### config.mk
export PLATFORM = sky130hd
export DESIGN_NAME = flash_tdiv
export DESIGN_NICKNAME = d
export VERILOG_FILES = /design/src/rtl/fdiv_pkg.sv /design/src/rtl/fdiv_cfg_reg.sv /design/src/rtl/fdiv_prescale.sv /design/src/rtl/fdiv_counter.sv /design/src/rtl/flash_tdiv.sv
export SDC_FILE = /design/constraint.sdc
export NUM_CORES = 1
export LEC_CHECK = 0
export ABC_AREA = 0
export BUFFER_PORTS_ARGS = -buffer_cell sky130_fd_sc_hd__buf_4
export CAP_MARGIN = 20
export CORE_UTILIZATION = 45
export CTS_CLUSTER_DIAMETER = 40
export DETAILED_ROUTE_END_ITERATION = 12
export PLACE_DENSITY = 0.76
export SLEW_MARGIN = 20
export SYNTH_ARGS = -nofsm -noshare
export SYNTH_HDL_FRONTEND = slang
export SYNTH_SLANG_ARGS = --single-unit
### constraint.sdc
create_clock -name clk -period 1.7 [get_ports clk]
set_clock_uncertainty 0.2 [all_clocks]
set_input_delay 0.085 -clock clk [delete_from_list [all_inputs] [get_ports clk]]
set_output_delay 0.085 -clock clk [all_outputs]
set_load 0.01 [all_outputs]
### src/rtl/fdiv_pkg.sv
package fdiv_pkg;
    localparam int REG_W = 8;
    localparam int DIV_W = 6;
    localparam int PRE_RATIO_DEF = 8;

    typedef enum logic {
        ST_UNCFG = 1'b0,
        ST_RUN   = 1'b1
    } fdiv_state_e;

    typedef struct packed {
        logic             pre_on;
        logic [DIV_W-1:0] div;
    } fdiv_cfg_t;
endpackage

### src/rtl/fdiv_cfg_reg.sv
module fdiv_cfg_reg
    import fdiv_pkg::*;
(
    input  logic                clk,
    input  logic                rst_n,
    input  logic                wr_stb,
    input  logic [REG_W-1:0]    wdata,
    output fdiv_cfg_t           cfg,
    output logic                loaded
);
    fdiv_state_e state_q, state_d;
    fdiv_cfg_t   cfg_q;

    // next-state: CFG_WRITE, WRITE_IGNORED, HW_RESET (async)
    always_comb begin
        state_d = state_q;
        unique case (state_q)
            ST_UNCFG: if (wr_stb) state_d = ST_RUN;
            ST_RUN:   state_d = ST_RUN;
            default:  state_d = ST_UNCFG;
        endcase
    end

    always_ff @(posedge clk or negedge rst_n) begin
        if (!rst_n) begin
            state_q <= ST_UNCFG;
            cfg_q   <= '0;
        end else begin
            state_q <= state_d;
            if (state_q == ST_UNCFG && wr_stb)
                cfg_q <= wdata[REG_W-2:0];
        end
    end

    // output process
    always_comb begin
        unique case (state_q)
            ST_UNCFG: loaded = 1'b0;
            ST_RUN:   loaded = 1'b1;
            default:  loaded = 1'b0;
        endcase
        cfg = cfg_q;
    end

    p_loaded_sticky_r2: assert property (@(posedge clk) disable iff (!rst_n)
        loaded |=> loaded)
        else $error("loaded flag dropped");

    p_cfg_frozen_r3: assert property (@(posedge clk) disable iff (!rst_n)
        loaded |=> $stable(cfg))
        else $error("configuration changed after load");
endmodule

### src/rtl/fdiv_prescale.sv
module fdiv_prescale #(
    parameter int RATIO = 8
) (
    input  logic clk,
    input  logic rst_n,
    input  logic run,
    input  logic enable,
    output logic step
);
    generate
        if (RATIO > 1) begin : g_div
            localparam int PW = $clog2(RATIO);
            localparam logic [PW-1:0] LAST = PW'(RATIO - 1);
            logic [PW-1:0] cnt_q;

            always_ff @(posedge clk or negedge rst_n) begin
                if (!rst_n)              cnt_q <= '0;
                else if (!run)           cnt_q <= '0;
                else if (cnt_q == LAST)  cnt_q <= '0;
                else                     cnt_q <= cnt_q + 1'b1;
            end

            assign step = run && (!enable || cnt_q == LAST);

            p_step_spacing_r6: assert property (@(posedge clk) disable iff (!rst_n)
                (enable && step) |=> !step)
                else $error("prescaled steps adjacent");
        end else begin : g_pass
            assign step = run;
        end
    endgenerate
endmodule

### src/rtl/fdiv_counter.sv
module fdiv_counter #(
    parameter int W = 6
) (
    input  logic         clk,
    input  logic         rst_n,
    input  logic         run,
    input  logic         step,
    input  logic [W-1:0] limit,
    output logic         tick
);
    logic [W-1:0] cnt_q;

    always_ff @(posedge clk or negedge rst_n) begin
        if (!rst_n)              cnt_q <= '0;
        else if (!run)           cnt_q <= '0;
        else if (step) begin
            if (cnt_q == limit)  cnt_q <= '0;
            else                 cnt_q <= cnt_q + 1'b1;
        end
    end

    assign tick = run && step && (cnt_q == limit);

    p_cnt_bound_r7: assert property (@(posedge clk) disable iff (!rst_n)
        run |-> (cnt_q <= limit))
        else $error("divider count beyond limit");
endmodule

### src/rtl/flash_tdiv.sv
module flash_tdiv
    import fdiv_pkg::*;
#(
    parameter int PRE_RATIO = PRE_RATIO_DEF
) (
    input  logic             clk,
    input  logic             rst_n,
    input  logic             bus_en,
    input  logic             bus_we,
    input  logic [REG_W-1:0] bus_wdata,
    output logic [REG_W-1:0] bus_rdata,
    output logic             tick,
    output logic             ready
);
    fdiv_cfg_t cfg;
    logic      loaded;
    logic      pre_step;

    fdiv_cfg_reg u_reg (
        .clk    (clk),
        .rst_n  (rst_n),
        .wr_stb (bus_en && bus_we),
        .wdata  (bus_wdata),
        .cfg    (cfg),
        .loaded (loaded)
    );

    fdiv_prescale #(.RATIO(PRE_RATIO)) u_pre (
        .clk    (clk),
        .rst_n  (rst_n),
        .run    (loaded),
        .enable (cfg.pre_on),
        .step   (pre_step)
    );

    fdiv_counter #(.W(DIV_W)) u_cnt (
        .clk   (clk),
        .rst_n (rst_n),
        .run   (loaded),
        .step  (pre_step),
        .limit (cfg.div),
        .tick  (tick)
    );

    assign bus_rdata = {loaded, cfg};
    assign ready     = loaded;

    p_quiet_unloaded_r8: assert property (@(posedge clk) disable iff (!rst_n)
        !bus_rdata[REG_W-1] |-> !tick)
        else $error("tick while unconfigured");
endmodule

# After elaboration in Yosys (flattened, before gate mapping)
# Cells that the tools add are included.
# Widths: inputs -> output; s select.
# word_totals
reg_bits	17
inputBits	12
output_inout_bits	10
word_cells	26
# op_classes
addsub	2
n_eq_ne	3
n_mux	8
bitwise_logic	1
reduce_logical	7
# ops
operator	n
$mux 6	3
$add 6x1->6 const B	1
$eq 6x6->1	1
$mux 3	2
$logic_and 1x1->1	5
$pmux 1 s2	2
$add 3x1->3 const B	1
$eq 3x3->1 const B	1
$ne 2x2->1 const B	1
$logic_not 1->1	1
$logic_or 1x1->1	1
$mux 1	1
$not 1->1	1

# Logic depth before layout (Yosys ltp)
# logic_depth
depth_word	5
depth_mapped	6
depth_no_buf	6

# Modules after synthesis
# Synthesis repeated with hierarchy kept, for this count alone.
# unflattened
cells_unflattened	65
area_unflattened_um2	874.6
# by_module_without_submodules
module	n_inst	cells_per_inst	area_per_inst_um2	seq_area_each_um2
fdiv_counter	1	35	387.9	150.1
fdiv_cfg_reg	1	18	336.6	200.2
fdiv_prescale	1	10	136.4	75.1
flash_tdiv	1	2	13.8	0.0

# Least setup slack after synthesis
# OpenSTA, ideal clock, no wires.
# synth_path
path_type	register to register
start	reg u_pre.g_div.cnt_q[0]
end	reg u_cnt.cnt_q[1]
setup_time_ns	0.121
t_arrival_ns	1.331
required_ns	1.379
path_slack_ns	0.048
stages_incl_launch_ff	6
path_buffers	0
period_less_slack_ns	1.652
cell_sequence	dfrtp_1 -> ha_1 -> ha_1 -> nand2b_1 -> and2_1 -> a32o_2
# synth_via
elab_chain_cells	4
# synth_lines
item	line	source
start: declaration	fdiv_prescale.sv:14	logic [PW-1:0] cnt_q;
start signal: assignment	fdiv_prescale.sv:20	else cnt_q <= cnt_q + 1'b1;
$eq 3x3->1	fdiv_prescale.sv:23	assign step = run && (!enable || cnt_q == LAST);
$logic_or 1x1->1	fdiv_prescale.sv:23	
$logic_and 1x1->1	fdiv_prescale.sv:23	
$ne 2x2->1 (no line)	--	
end signal: assignment	fdiv_counter.sv:18	else cnt_q <= cnt_q + 1'b1;
end: declaration	fdiv_counter.sv:11	logic [W-1:0] cnt_q;
# Every way passes these cells.
# A chain may end at the register's enable or synchronous reset.

# Final worst setup path
# layout_path
start	reg u_cnt.cnt_q[4]
end	out tick
# layout_via
elab_chain_cells	2
# layout_lines
item	line	source
$eq 6x6->1	fdiv_counter.sv:22	assign tick = run && step && (cnt_q == limit);
$logic_and 1x1->1	fdiv_counter.sv:22	
end: declaration	flash_tdiv.sv:12	output logic tick,
# Every way passes these cells.

==> run summary <==
The flow ran to the end, but the final reports show violations. The final reports fail on setup timing. The largest net degree at the start of global routing came out at 18. From synthesis to final layout, the design area changed by 47.5%.

Global routing used 22.4% of the available tracks across all layers. Once detail routing completed, the nets flagged for antenna violations numbered 0. TritonCTS created 3 clock buffers. In this run the number of cells on the critical path is 5.

For the total length of routed wires, the log shows 1860 µm. The count of different cell masters after synthesis was 19; the total number of placement rows was 14. The worst relative slew slack is 77.3%, and the antenna cell count is 0. Setup repair after global routing could not meet its margin everywhere. The share of synthesized area in the top cell type comes to 52.4%.

The library cells used most frequently in the layout, excluding fill and tap cells, are 28 x sky130_fd_sc_hd__buf_4, 17 x sky130_fd_sc_hd__dfrtp_1, 11 x sky130_fd_sc_hd__dlygate4sd3_1. The total area inside the core boundary comes to 1590 µm². Number of buffer and inverter stages on the critical path: 1. The tools report the H-tree level count as 1.

In this run the cell area of the synthesized design comes to 812 µm². The instance count after placement with tap cells included was 110. The initial utilization of the core area, before any placement, comes to 50.9%. The final worst setup slack came out at -0.121 ns. The via count of the first global-routing pass came out at 666. The tools report the origin of the worst min-delay path as bus_en.

The run gives 1.54 ns as the worst path arrival time. Along the worst path, the maximum fanout reaches 2. Among cell families on the critical path, the largest total delay comes from simple AND/OR/NAND/NOR gates. STA puts the critical path data required time at 1.41 ns.

The layer flagged by global routing as most heavily used is met2. The number of violations reported at the end of detailed-routing iteration 0 came out at 10. The clock sink count is 17. Most frequent standard cell in the layout excluding fill and tap cells: sky130_fd_sc_hd__buf_4. TritonCTS built the clock tree.

The worst register-to-register path has a depth of 6. The number of port buffers is 20, and the sum of net half-perimeters after detailed placement is 1170 µm. The die covers 1980 µm². The final count of pins violating max slew was 0; the clock insertion delay at the later pin of the skew report was 0.29 ns. The startpoint identified for the worst register-to-register timing path is u_cnt.cnt_q[4]$_DFFE_PN0P_. The ratio of total power to cell area is 560 nW/µm², and the final net count is 122. Setup slack on the worst reg-to-reg path comes out at -0.11 ns.

Cells with a size suffix above 1 make up 44.3% of the layout. The critical path goes through xor2_1 > nor4_2 > nand3_2 > nor2_1 > buf_4. After layout, the minimum clock period comes to 1.82 ns.

The detailed-routing iteration count for the pre-antenna-repair pass is 4. The finished layout holds 130 standard cells, fillers aside. The number of nets in the synthesized netlist is 79. The flip-flop and latch count after synthesis was 17. The via-per-instance ratio is 4.96. Mean routed wirelength per cell: 14.3 µm. The total overflow left after global routing is 0.

Across the VDD grid, the largest voltage drop is 0.498 mV. For this run, the number of Yosys warnings is 0. For this run, global-route usage on met1 was measured as 27.5%. The die is 44.5 µm tall.

Category of the critical setup timing path: flop to output pin. The post-synthesis cell type with the largest combined area is sky130_fd_sc_hd__dfrtp_1. Setup violations remaining at the end of the flow were counted as 7. For the initial antenna violation count, the log shows 0. For the count of final hold-check violations, the log shows 0. Of the available clock period, the critical path in the final layout requires 107%. Tracing the worst setup path back leads to its startpoint at u_cnt.cnt_q[4]$_DFFE_PN0P_.

The leakage power of the design was 0.644 nW; the part of the Yosys area used for sequential elements was 52.4%. The class of the tightest hold or removal check is input pin to flop. Averaged over all synthesized cells, the footprint is 12.7 µm².

Boundary pin count: 22. The worst hold path depth is 3, and the weighted congestion reported at the end of routability-driven placement is 0.771. The endpoint class of the critical path was an output pin. After synthesis, the cell types taking the most area are sky130_fd_sc_hd__dfrtp_1 52%, sky130_fd_sc_hd__mux2_2 9.7%, sky130_fd_sc_hd__xnor2_1 5.4%, sky130_fd_sc_hd__xor2_1 5.4%, sky130_fd_sc_hd__a32o_1 4.9%. After clock tree synthesis, the clock-pin slew on the worst setup and hold paths is 0.10 ns.

The floorplan step set the die width to 44.5 µm. No sink is reached through more buffers than the 2 on the longest clock path. The setup TNS was -0.690 ns. For this run, global-route usage on met3 was measured as 6.94%. The met2 usage in global routing is 34.1%.

The residual DRC count is 0, and the total number of vias is 645. The slowest cell on the critical path is sky130_fd_sc_hd__dfrtp_1. The biggest cell delay along the critical path was 0.42 ns; the total power after layout was 0.671 mW.

The kind of start point of the critical path was a flop. For the pin with the worst max-slew slack, the measured transition is 0.339 ns. Max-cap violations in this run came to 0.

The run gives 64 as the post-synthesis cell count. The run gives 0.549 GHz as the maximum clock rate. The library cell used as clock root buffer was sky130_fd_sc_hd__clkbuf_4.

The first global-routing pass estimated 3040 µm of wire.
report_power, final:
group,internal [mW],switching (mW)
clock network,0.0915,0.129
registers,0.404,0
logic,0.0312,0.0150
stage by stage:
| stage | hold WS [ns] | util, % | instance area [µm²] | worst slack (ns) |
|---|---|---|---|---|
| after global routing | 0.233 | 75.1 | 1200 | -0.165 |
| final | 0.192 | 75.1 | 1200 | -0.121 |
| after CTS | 0.198 | 74.5 | 1190 | -0.140 |
| after global placement | -0.240 | 63.2 | 1010 | -0.00159 |
| after floorplan | -0.411 | - | 812 | 0.0476 |
| after detailed placement | -0.239 | 63.2 | 1010 | -0.0630 |
Yosys cell counts:
cell                       count
sky130_fd_sc_hd__and2_1        3
sky130_fd_sc_hd__nand2b_1      1
sky130_fd_sc_hd__ha_1          3
sky130_fd_sc_hd__nor3_1        1
sky130_fd_sc_hd__mux2_2        7
sky130_fd_sc_hd__a32o_1        4
sky130_fd_sc_hd__nor2_1        3
sky130_fd_sc_hd__nand3_1       4
sky130_fd_sc_hd__buf_4         2
sky130_fd_sc_hd__xor2_1        5
sky130_fd_sc_hd__nand2_1       3
sky130_fd_sc_hd__and3_2        1
sky130_fd_sc_hd__a32o_2        1
sky130_fd_sc_hd__a22o_2        1
sky130_fd_sc_hd__xnor2_1       5
sky130_fd_sc_hd__nand3_2       1
sky130_fd_sc_hd__inv_1         1
sky130_fd_sc_hd__nor4_2        1
sky130_fd_sc_hd__dfrtp_1      17
final timing paths:
| kind | to |
|---|---|
| max | tick |
| min | u_reg.cfg[0]$_DFFE_PN0P_ |
| max reg2reg | u_cnt.cnt_q[1]$_DFFE_PN0P_ |
| min reg2reg | u_pre.g_div.cnt_q[0]$_DFF_PN0_ |
| max in group asynchronous | u_pre.g_div.cnt_q[1]$_DFF_PN0_ |
| min in group asynchronous | u_pre.g_div.cnt_q[2]$_DFF_PN0_ |
tightest hold or removal path, cell delays in order:
cell and delay (ns):
sky130_fd_sc_hd__buf_4 0.11, sky130_fd_sc_hd__nand3_1 0.25, sky130_fd_sc_hd__mux2_2 0.21
per-layer routing:
metal | part of all wire (%) | vias to the layer above
li1 | - | 314
met1 | 45 | 309
met2 | 47 | 16
met3 | 4.2 | 6
met4 | 4.1 | 0
met5 | 0 | -
sequential cells by signal (all words and copies together), names as in the netlist:
| register | cells |
|---|---|
| u_cnt.cnt_q | 6 |
| u_pre.g_div.cnt_q | 3 |
| u_reg.cfg | 7 |
| u_reg.state_q | 1 |
cells by family (layout without fill, tap and decap cells):
group,count (synthesis),after routing,share of synthesized area (%)
AOI/OAI and AO/OA,6,6,7.55
buffers and inverters,3,45,2.31
xor gates and xnor gates,10,10,10.8
DFF,17,17,52.4
and+or+nand+nor,18,18,12.6
muxes,7,7,9.71
adders and majority gates,3,3,4.62
final cells by class:
type	instances	area (µm²)
sequential	17	425
fill	100	397
multi-input combinational	44	380
timing repair buffer	40	332
tap	24	30.0
clock buffer	4	26.3
inverter	1	3.75
timing repair:
| action | in CTS | in global routing |
|---|---|---|
| resized for setup | 3 | 2 |
| hold buffers | 11 | 1 |
| setup endpoints to repair | 6 | 24 |
| pin swaps | 3 | 3 |
| buffers inserted | 4 | 2 |
| endpoints found under the hold margin | 25 | 11 |
No activity file was read; power rests on OpenSTA's default activity.
